--- config.mk ---
export PLATFORM = sky130hd
export DESIGN_NAME = dual_fifo_lvl_irq
export DESIGN_NICKNAME = d
export VERILOG_FILES = /design/src/rtl/dual_fifo_lvl_pkg.sv /design/src/rtl/lvl_sync_fifo.sv /design/src/rtl/lvl_thresh.sv /design/src/rtl/dual_fifo_lvl_irq.sv
export SDC_FILE = /design/constraint.sdc
export NUM_CORES = 1
export LEC_CHECK = 0
export BUFFER_PORTS_ARGS = -buffer_cell sky130_fd_sc_hd__buf_4
export CAP_MARGIN = 10
export CORE_ASPECT_RATIO = 1.1
export CORE_MARGIN = 4
export CORE_UTILIZATION = 40
export DETAILED_ROUTE_END_ITERATION = 8
export PLACE_DENSITY = 0.63
export SYNTH_ARGS = -nofsm -noshare
export SYNTH_HDL_FRONTEND = slang
export SYNTH_HIERARCHICAL = 1
export SYNTH_SLANG_ARGS = --single-unit
--- constraint.sdc ---
create_clock -name clk -period 5.8 [get_ports clk]
set_input_delay 1.16 -clock clk [delete_from_list [all_inputs] [get_ports clk]]
set_output_delay 1.16 -clock clk [all_outputs]
set_load 0.1 [all_outputs]
--- src/rtl/dual_fifo_lvl_pkg.sv ---
package dual_fifo_lvl_pkg;

   // Fill point in entries for a level code; -1 means the code never triggers.
   function automatic int lvl_target(input logic [2:0] code, input int depth);
      case (code)
         3'd0:    return depth / 8;
         3'd1:    return depth / 4;
         3'd2:    return depth / 2;
         3'd3:    return (depth * 3) / 4;
         3'd4:    return (depth * 7) / 8;
         3'd5:    return depth;
         default: return -1;
      endcase
   endfunction

endpackage

--- src/rtl/lvl_sync_fifo.sv ---
module lvl_sync_fifo #(
   parameter int WIDTH = 8,
   parameter int DEPTH = 16,
   localparam int AW    = $clog2(DEPTH),
   localparam int CNT_W = AW + 1
) (
   input  logic             clk,
   input  logic             rst_n,
   input  logic             push,
   input  logic [WIDTH-1:0] wdata,
   input  logic             pop,
   output logic [WIDTH-1:0] rdata,
   output logic             full,
   output logic             empty,
   output logic [CNT_W-1:0] count
);

   logic [WIDTH-1:0] mem [DEPTH];
   logic [AW-1:0]    wr_ptr, rd_ptr;
   logic             do_push, do_pop;

   assign full    = (count == CNT_W'(DEPTH));
   assign empty   = (count == '0);
   assign do_push = push && !full;
   assign do_pop  = pop && !empty;
   assign rdata   = mem[rd_ptr];

   always_ff @(posedge clk) begin
      if (do_push) mem[wr_ptr] <= wdata;
   end

   always_ff @(posedge clk) begin
      if (!rst_n) begin
         wr_ptr <= '0;
         rd_ptr <= '0;
         count  <= '0;
      end else begin
         if (do_push) wr_ptr <= wr_ptr + 1'b1;
         if (do_pop)  rd_ptr <= rd_ptr + 1'b1;
         case ({do_push, do_pop})
            2'b10:   count <= count + 1'b1;
            2'b01:   count <= count - 1'b1;
            default: count <= count;
         endcase
      end
   end

endmodule

--- src/rtl/lvl_thresh.sv ---
module lvl_thresh
   import dual_fifo_lvl_pkg::*;
#(
   parameter int DEPTH = 16,
   parameter bit MEASURE_FREE = 1'b0,
   localparam int CNT_W = $clog2(DEPTH) + 1
) (
   input  logic [CNT_W-1:0] count,
   input  logic [2:0]       code,
   input  logic             ie,
   output logic             irq
);

   logic [CNT_W-1:0] level;
   logic             hit;
   int               target;

   generate
      if (MEASURE_FREE) begin : g_free
         assign level = CNT_W'(DEPTH) - count;
      end else begin : g_used
         assign level = count;
      end
   endgenerate

   always_comb begin
      target = lvl_target(code, DEPTH);
      hit    = (target >= 0) && (int'(level) >= target);
   end

   assign irq = ie && hit;

endmodule

--- src/rtl/dual_fifo_lvl_irq.sv ---
module dual_fifo_lvl_irq #(
   parameter int WIDTH = 8,
   parameter int DEPTH = 16,
   localparam int CNT_W = $clog2(DEPTH) + 1
) (
   input  logic             clk,
   input  logic             rst_n,
   input  logic             rx_push,
   input  logic [WIDTH-1:0] rx_wdata,
   input  logic             rx_pop,
   output logic [WIDTH-1:0] rx_rdata,
   output logic             rx_full,
   output logic             rx_empty,
   output logic [CNT_W-1:0] rx_count,
   input  logic             tx_push,
   input  logic [WIDTH-1:0] tx_wdata,
   input  logic             tx_pop,
   output logic [WIDTH-1:0] tx_rdata,
   output logic             tx_full,
   output logic             tx_empty,
   output logic [CNT_W-1:0] tx_count,
   input  logic [2:0]       rx_lvl_code,
   input  logic [2:0]       tx_lvl_code,
   input  logic             rx_lvl_ie,
   input  logic             tx_lvl_ie,
   output logic             rx_lvl_irq,
   output logic             tx_lvl_irq,
   output logic             irq
);

   generate
      if (DEPTH < 8 || (DEPTH & (DEPTH - 1)) != 0) begin : g_bad_depth
         $error("DEPTH must be a power of two and at least 8");
      end
      if (WIDTH < 1) begin : g_bad_width
         $error("WIDTH must be at least 1");
      end
   endgenerate

   lvl_sync_fifo #(.WIDTH(WIDTH), .DEPTH(DEPTH)) u_rx_fifo (
      .clk(clk), .rst_n(rst_n), .push(rx_push), .wdata(rx_wdata), .pop(rx_pop),
      .rdata(rx_rdata), .full(rx_full), .empty(rx_empty), .count(rx_count)
   );

   lvl_sync_fifo #(.WIDTH(WIDTH), .DEPTH(DEPTH)) u_tx_fifo (
      .clk(clk), .rst_n(rst_n), .push(tx_push), .wdata(tx_wdata), .pop(tx_pop),
      .rdata(tx_rdata), .full(tx_full), .empty(tx_empty), .count(tx_count)
   );

   lvl_thresh #(.DEPTH(DEPTH), .MEASURE_FREE(1'b0)) u_rx_lvl (
      .count(rx_count), .code(rx_lvl_code), .ie(rx_lvl_ie), .irq(rx_lvl_irq)
   );

   lvl_thresh #(.DEPTH(DEPTH), .MEASURE_FREE(1'b1)) u_tx_lvl (
      .count(tx_count), .code(tx_lvl_code), .ie(tx_lvl_ie), .irq(tx_lvl_irq)
   );

   assign irq = rx_lvl_irq | tx_lvl_irq;

endmodule

==> reports/qor.txt, run 1 <==
status - finished clean
CORE AREA - 30400 µm²
area share of the largest cell type after synthesis - 62.4%
CTS sink count - 290
kind of end point of the critical path - output pin
Sw Share - 36.1%
CP max FO - 8
Worst Path Class, Setup - reg2out
hold_ws - 0.525 ns
first-pass GRT wire length - 36400 µm
Fill cells - 2593
Worst path slowest cell - dfxtp_1
Avg Inst Size Synth - 18.5 µm²
f_max - 248 MHz
Critical Path Source - u_tx_fifo/count[0]
crit path DAT - 2.88 ns
commonest non-fill, non-tap cell in the layout - edfxtp_1
Clock Tree Root - clkbuf_16
layout cells sized above 1 - 20.6%
Worst slew margin - 38.0%
PortBufs - 62
1st-iter DRT viols - 398
fin crit period - 4.04 ns
DRC violations left - 0
power density over the cells - 448 nW/µm²
H-Tree Depth - 1
P&R area growth vs syn - 14.4%
Post-synth EDFFs - 256
Clock transition at path regs - 0.06 ns
worst min path class - reg2reg
Reg2Reg Depth - 9
grt ovf - 0
Max Slew Vio Count - 0
WP data required - 4.64 ns
Die ar. - 33700 µm²
Post-DRT Antenna Nets - 0
Total Power - 6.32 mW
Starting Density - 40.5%
Hold-fix buffers, CTS - 0
unrepaired setup endpoints after global routing - false
clk buf depth - 3
CP endpoint - irq
CTS Buf Count - 30
WL/cell - 19.6 µm
hpwl dp - 15600 µm
ANT cells - 0
# IOs - 63
drt first pass iters - 4
top post-synthesis cells by area - edfxtp_1 62%, mux4_1 12%, dfxtp_1 5.5%, mux4_2 4.4%, ha_1 2.7%
Comb power frac - 33.1%
post-synthesis cell count - 666
die height - 192 µm
CP dominant cell by count - ha_1
Async SR Flop Fraction - 0%
number of synthesized register bits - 290
critical path cell sequence - inv_1 -> ha_1 -> nor3b_2 -> xor2_1 -> ha_1 -> and2_1 -> o21ai_0 -> o21ai_1 -> or2_1 -> buf_4
worst reg2reg startpoint - u_rx_fifo/count[0]
VDD IR max - 0.485 mV
total negative setup slack - 0 ns
Total GRT Usage - 13.6%
Max-Cap Viols - 0
final net count - 793
pin count of the biggest net entering global routing - 33
Post-CTS Setup Inserts - 0
Setup crit start kind - flip-flop
Lkg Pwr - 4.73 nW
Yosys cell types - 50
Resized cells post-CTS - 0
Clock Skews - 0.0158 ns
Synth Net Count - 723
Syn Std Cell Area - 12300 µm²
DP Cell Count - 1118
P_int - 4.04 mW
WL final - 23000 µm
CTS tree - yes
Synth Warn # - 6
Worst Max-Slew Pin Slew - 0.927 ns
Flop pwr share - 39.3%
commonest non-fill, non-tap cells in the layout - 256 x edfxtp_1, 74 x buf_4, 56 x mux4_1
sequential area share after synthesis - 67.9%
die width - 175 µm
number of global-route vias before repair - 6487
setup violators final - 0
Finished Layout Cells - 1172
Primary FF master, synth - edfxtp_1
Final Hold Vio Count - 0
setup slack, reg-to-reg - 2.71 ns
net switching power - 2.28 mW
routed vias/inst - 5.29
initial antenna violation count - 0
clock power share - 27.7%
Row Count - 67
slowest cell delay on critical path - 0.50 ns
Skew-Pair Late Insertion Delay - 0.53 ns
R2R Path End - u_rx_fifo/count[2]
Routability Congestion - 0.755
crit share post-route - 69.6%
DR vias - 6205
dominant cell type by area after synthesis - edfxtp_1
worst min path at each step:
stage                   startpoint             endpoint  slack, ns  depth (start not counted)
6_report       u_tx_fifo/wr_ptr[1]  u_tx_fifo/wr_ptr[1]       0.53                          2
5_1_grt        u_tx_fifo/wr_ptr[1]  u_tx_fifo/wr_ptr[1]       0.55                          2
4_1_cts        u_tx_fifo/wr_ptr[1]  u_tx_fifo/wr_ptr[1]       0.52                          2
3_5_place_dp   u_tx_fifo/wr_ptr[1]  u_tx_fifo/wr_ptr[1]       0.51                          2
3_3_place_gp   u_rx_fifo/wr_ptr[1]  u_rx_fifo/wr_ptr[1]       0.49                          2
2_1_floorplan  u_rx_fifo/wr_ptr[1]  u_rx_fifo/wr_ptr[1]       0.48                          2
cells by family (layout without fill, tap and decap cells):
logic type	count (synthesis)	after routing	share of synthesized area [%]
buffers and inverters	55	147	2.35
multiplexers	84	84	16.6
flip-flops	290	290	67.9
adder cells (fa/ha/maj)	27	27	2.74
XOR/XNOR	17	17	1.21
AO/OA/AOI/OAI	61	61	3.78
AND/OR/NAND/NOR	132	132	5.38
power groups by stage:
stage                     Clock, mW  Sequential, mW  Combinational [mW]
after floorplan                   0            2.69                1.51
after global placement            0            2.52                2.06
after detailed placement          0            2.53                2.10
after CTS                      1.80            2.49                2.11
after global routing           1.89            2.50                2.22
final                          1.75            2.48                2.09
Yosys cell counts (all sizes together), types with 2 or more instances:
library cell,n
a21oi,14
ha,27
a22oi,4
or4b,2
o211ai,8
edfxtp,256
clkinv,2
nand2b,8
mux2i,4
nand2,17
clkbuf,18
mux4,80
or4,4
nor3,17
and2,3
nor2b,2
a21boi,2
dfxtp,34
nor2,52
o22ai,2
nand4b,2
a221o,2
o2111ai,2
nand3,10
xor2,13
o21a,10
or3,4
and3b,2
inv,17
buf,18
a31oi,3
o31ai,2
xnor2,4
o21ai,10
nand3b,6
per-layer routing:
| metal | global-route usage (%) | vias up | share of wire, % |
|---|---|---|---|
| li1 | - | 2859 | - |
| met1 | 17.0 | 3181 | 41 |
| met2 | 24.8 | 136 | 53 |
| met3 | 2.11 | 29 | 3.9 |
| met4 | 3.60 | 0 | 2.1 |
| met5 | 0 | - | 0 |
state kept, by name, summed over array words and instances, names as in the netlist, named ones only:
register,cells
u_rx_fifo/rd_ptr,4
u_rx_fifo/count,5
u_rx_fifo/mem,128
u_tx_fifo/wr_ptr,4
u_rx_fifo/wr_ptr,4
u_tx_fifo/count,5
u_tx_fifo/rd_ptr,4
u_tx_fifo/mem,128
per-stage QoR:
| stage | cell area [µm²] | utilization [%] | setup slack, ns |
|---|---|---|---|
| final | 14100 | 46.3 | 1.76 |
| after detailed placement | 13200 | 43.3 | 1.98 |
| after floorplan | 12300 | - | 0.237 |
| after global routing | 14100 | 46.3 | 1.59 |
| after CTS | 14100 | 46.3 | 1.71 |
| after global placement | 13200 | 43.3 | 1.97 |
worst max-delay path, delay by kind of cell, from the launching register on:
| kind | cells | cell delay, ns |
|---|---|---|
| AOI/OAI and AO/OA | 2 | 0.25 |
| buffers and inverters | 2 | 0.34 |
| and+or+nand+nor | 3 | 0.56 |
| adders and majority gates | 2 | 0.54 |
| xor gates and xnor gates | 1 | 0.15 |
| DFF | 1 | 0.50 |
area by class of cell:
| cell class | count | area [µm²] | area share [%] |
|---|---|---|---|
| clock buffers | 36 | 795 | 5.63 |
| clock inverters | 18 | 115 | 0.816 |
| inverters | 19 | 81.3 | 0.577 |
| multi-input cells | 321 | 3670 | 26.0 |
| flip-flops and latches | 290 | 8370 | 59.3 |
| well taps | 414 | 518 | 3.67 |
| repair buffers | 74 | 556 | 3.94 |
No activity file was read; power rests on OpenSTA's default activity.
==> run 2, diff against run 1 <==
ABC_AREA = 1   (was not set)
PLACE_DENSITY = 0.65   (was 0.63)
clock period = 3.4 ns   (was 5.8 ns; I/O delays follow)
==> reports/qor.txt, run 2 <==
CTS Buf Count - 28
clk buf depth - 3
pin count of the biggest net entering global routing - 55
unrepaired setup endpoints after global routing - false
routed vias/inst - 5.08
Synth Net Count - 1091
WL final - 25300 µm
P&R area growth vs syn - 15.0%
Final Hold Vio Count - 0
total negative setup slack - 0 ns
fin crit period - 3.21 ns
Starting Density - 40.9%
biggest regs - u_rx_fifo/mem x128, u_tx_fifo/mem x128
Clock Tree Root - clkbuf_16
top-count cell post-synth - edfxtp_1
H-Tree Depth - 1
worst min path class - in2reg
WP data required - 2.72 ns
top post-synthesis cells by count - 256 x edfxtp_1, 127 x inv_1, 91 x o21ai_0
Routability Congestion - 0.778
# IOs - 63
Post-synth EDFFs - 256
CTS tree - yes
ANT cells - 0
crit share post-route - 94.5%
Clock transition at path regs - 0.06 ns
Avg Inst Size Synth - 12.2 µm²
Syn Std Cell Area - 12600 µm²
worst reg2reg startpoint - u_rx_fifo/count[2]
top post-synthesis cells by area - edfxtp_1 61%, dfxtp_1 5.4%, mux2i_1 5.1%, o211ai_1 3.8%, inv_1 3.8%
Worst Path Class, Setup - reg2out
f_max - 311 MHz
area share of the largest cell type after synthesis - 60.9%
power density over the cells - 829 nW/µm²
Die ar. - 34500 µm²
Worst slew margin - 36.1%
initial antenna violation count - 0
CORE AREA - 30800 µm²
commonest non-fill, non-tap cells in the layout - 256 x edfxtp_1, 127 x inv_1, 91 x o21ai_0
Worst Max-Slew Pin Slew - 0.955 ns
layout cells sized above 1 - 14.3%
Min-Delay Startpoint - rx_wdata[1]
crit path DAT - 2.53 ns
sequential area share after synthesis - 66.3%
drt first pass iters - 5
Resized cells post-CTS - 0
number of global-route vias before repair - 7653
post-synthesis cell count - 1034
DR vias - 7763
grt ovf - 0
Max Slew Vio Count - 0
number of synthesized register bits - 290
PortBufs - 62
hpwl dp - 16600 µm
Primary FF master, synth - edfxtp_1
final net count - 1151
VDD IR max - 0.801 mV
WL/cell - 16.6 µm
kind of end point of the critical path - output pin
Post-CTS Setup Inserts - 0
Lkg Pwr - 5.29 nW
Total GRT Usage - 14.5%
CTS sink count - 290
die height - 194 µm
setup ws final - 0.188 ns
Yosys cell types - 31
dominant cell type by area after synthesis - edfxtp_1
die width - 177 µm
Setup crit start kind - flip-flop
Max-Cap Viols - 0
Critical Path Source - u_tx_fifo/count[0]
pre-CTS WS - 0.536 ns
1st-iter DRT viols - 596
commonest non-fill, non-tap cell in the layout - edfxtp_1
Synth Warn # - 6
Row Count - 67
Hold-fix buffers, CTS - 0
DRC violations left - 0
status - finished clean
Clock Skews - 0.00758 ns
first-pass GRT wire length - 40500 µm
Async SR Flop Fraction - 0%
Post-DRT Antenna Nets - 0
CP max FO - 7
setup violators final - 0
Skew-Pair Late Insertion Delay - 0.53 ns
-- run 2: final cells by class --
type | count | area [µm²]
Sequential cell | 290 | 8390
Tap cell | 414 | 518
Timing Repair Buffer | 74 | 593
Inverter | 134 | 513
Multi-Input combinational cell | 566 | 3540
Clock buffer | 30 | 729
Fill cell | 2782 | 16300
Clock inverter | 21 | 234
-- run 2: path summary, 6_finish.rpt --
| kind | slack [ns] | end | depth (start not counted) |
|---|---|---|---|
| setup / recovery | 0.19 | irq | 13 |
| hold / removal | 0.45 | u_rx_fifo/mem[5][1] | 1 |
| hold reg to reg | 0.51 | u_tx_fifo/rd_ptr[2] | 2 |
| setup reg to reg | 1.21 | u_rx_fifo/mem[3][5] | 6 |
-- run 2: cell families (layout without fill, tap and decap cells) --
family                     Yosys count  in the layout  share of synthesized area, %
AOI/OAI and AO/OA                  246            246                          11.2
xor gates and xnor gates            14             14                          1.09
adders and majority gates           27             27                          2.67
buffers and inverters              178            259                          5.82
DFF                                290            290                          66.3
muxes                               64             64                          5.07
and+or+nand+nor                    215            215                          7.89
-- run 2: where the power goes --
part / switching [mW] / internal [mW] / leakage [nW] / total, mW
clock network: 1.27 / 1.93 / 0.464 / 3.20
logic: 3.21 / 1.23 / 2.23 / 4.44
registers: 0.314 / 4.09 / 2.59 / 4.40
-- run 2: through the flow --
step                std cells  instance area, µm²  util [%]  hold WS [ns]  total power, mW
global route             1529               14500      47.1         0.441             12.7
CTS                      1529               14500      47.1         0.431             12.1
floorplan                1034               12700         -         0.469             7.96
finish                   1529               14500      47.1         0.446             12.0
detailed placement       1478               13600      44.0         0.497             8.94
global placement         1478               13600      44.0         0.482             8.86
-- run 2: per-layer routing --
| metal | share of wire, % | global-route usage [%] | vias to the layer above |
|---|---|---|---|
| li1 | - | - | 3808 |
| met1 | 46 | 20.6 | 3782 |
| met3 | 3.8 | 1.88 | 29 |
| met2 | 49 | 23.9 | 144 |
| met5 | 0 | 0 | - |
| met4 | 1.4 | 3.12 | 0 |
-- run 2: critical path: stages, from the launching register on --
cell and delay [ns]:
dfxtp_4 0.39, inv_1 0.08, ha_1 0.23, xnor2_1 0.14, ha_1 0.27, nand2_1 0.07
nor2_1 0.11, nor2_1 0.05, nand2_1 0.06, nand2_1 0.08, a21oi_4 0.15, inv_1 0.06
nand2_2 0.05, buf_4 0.28
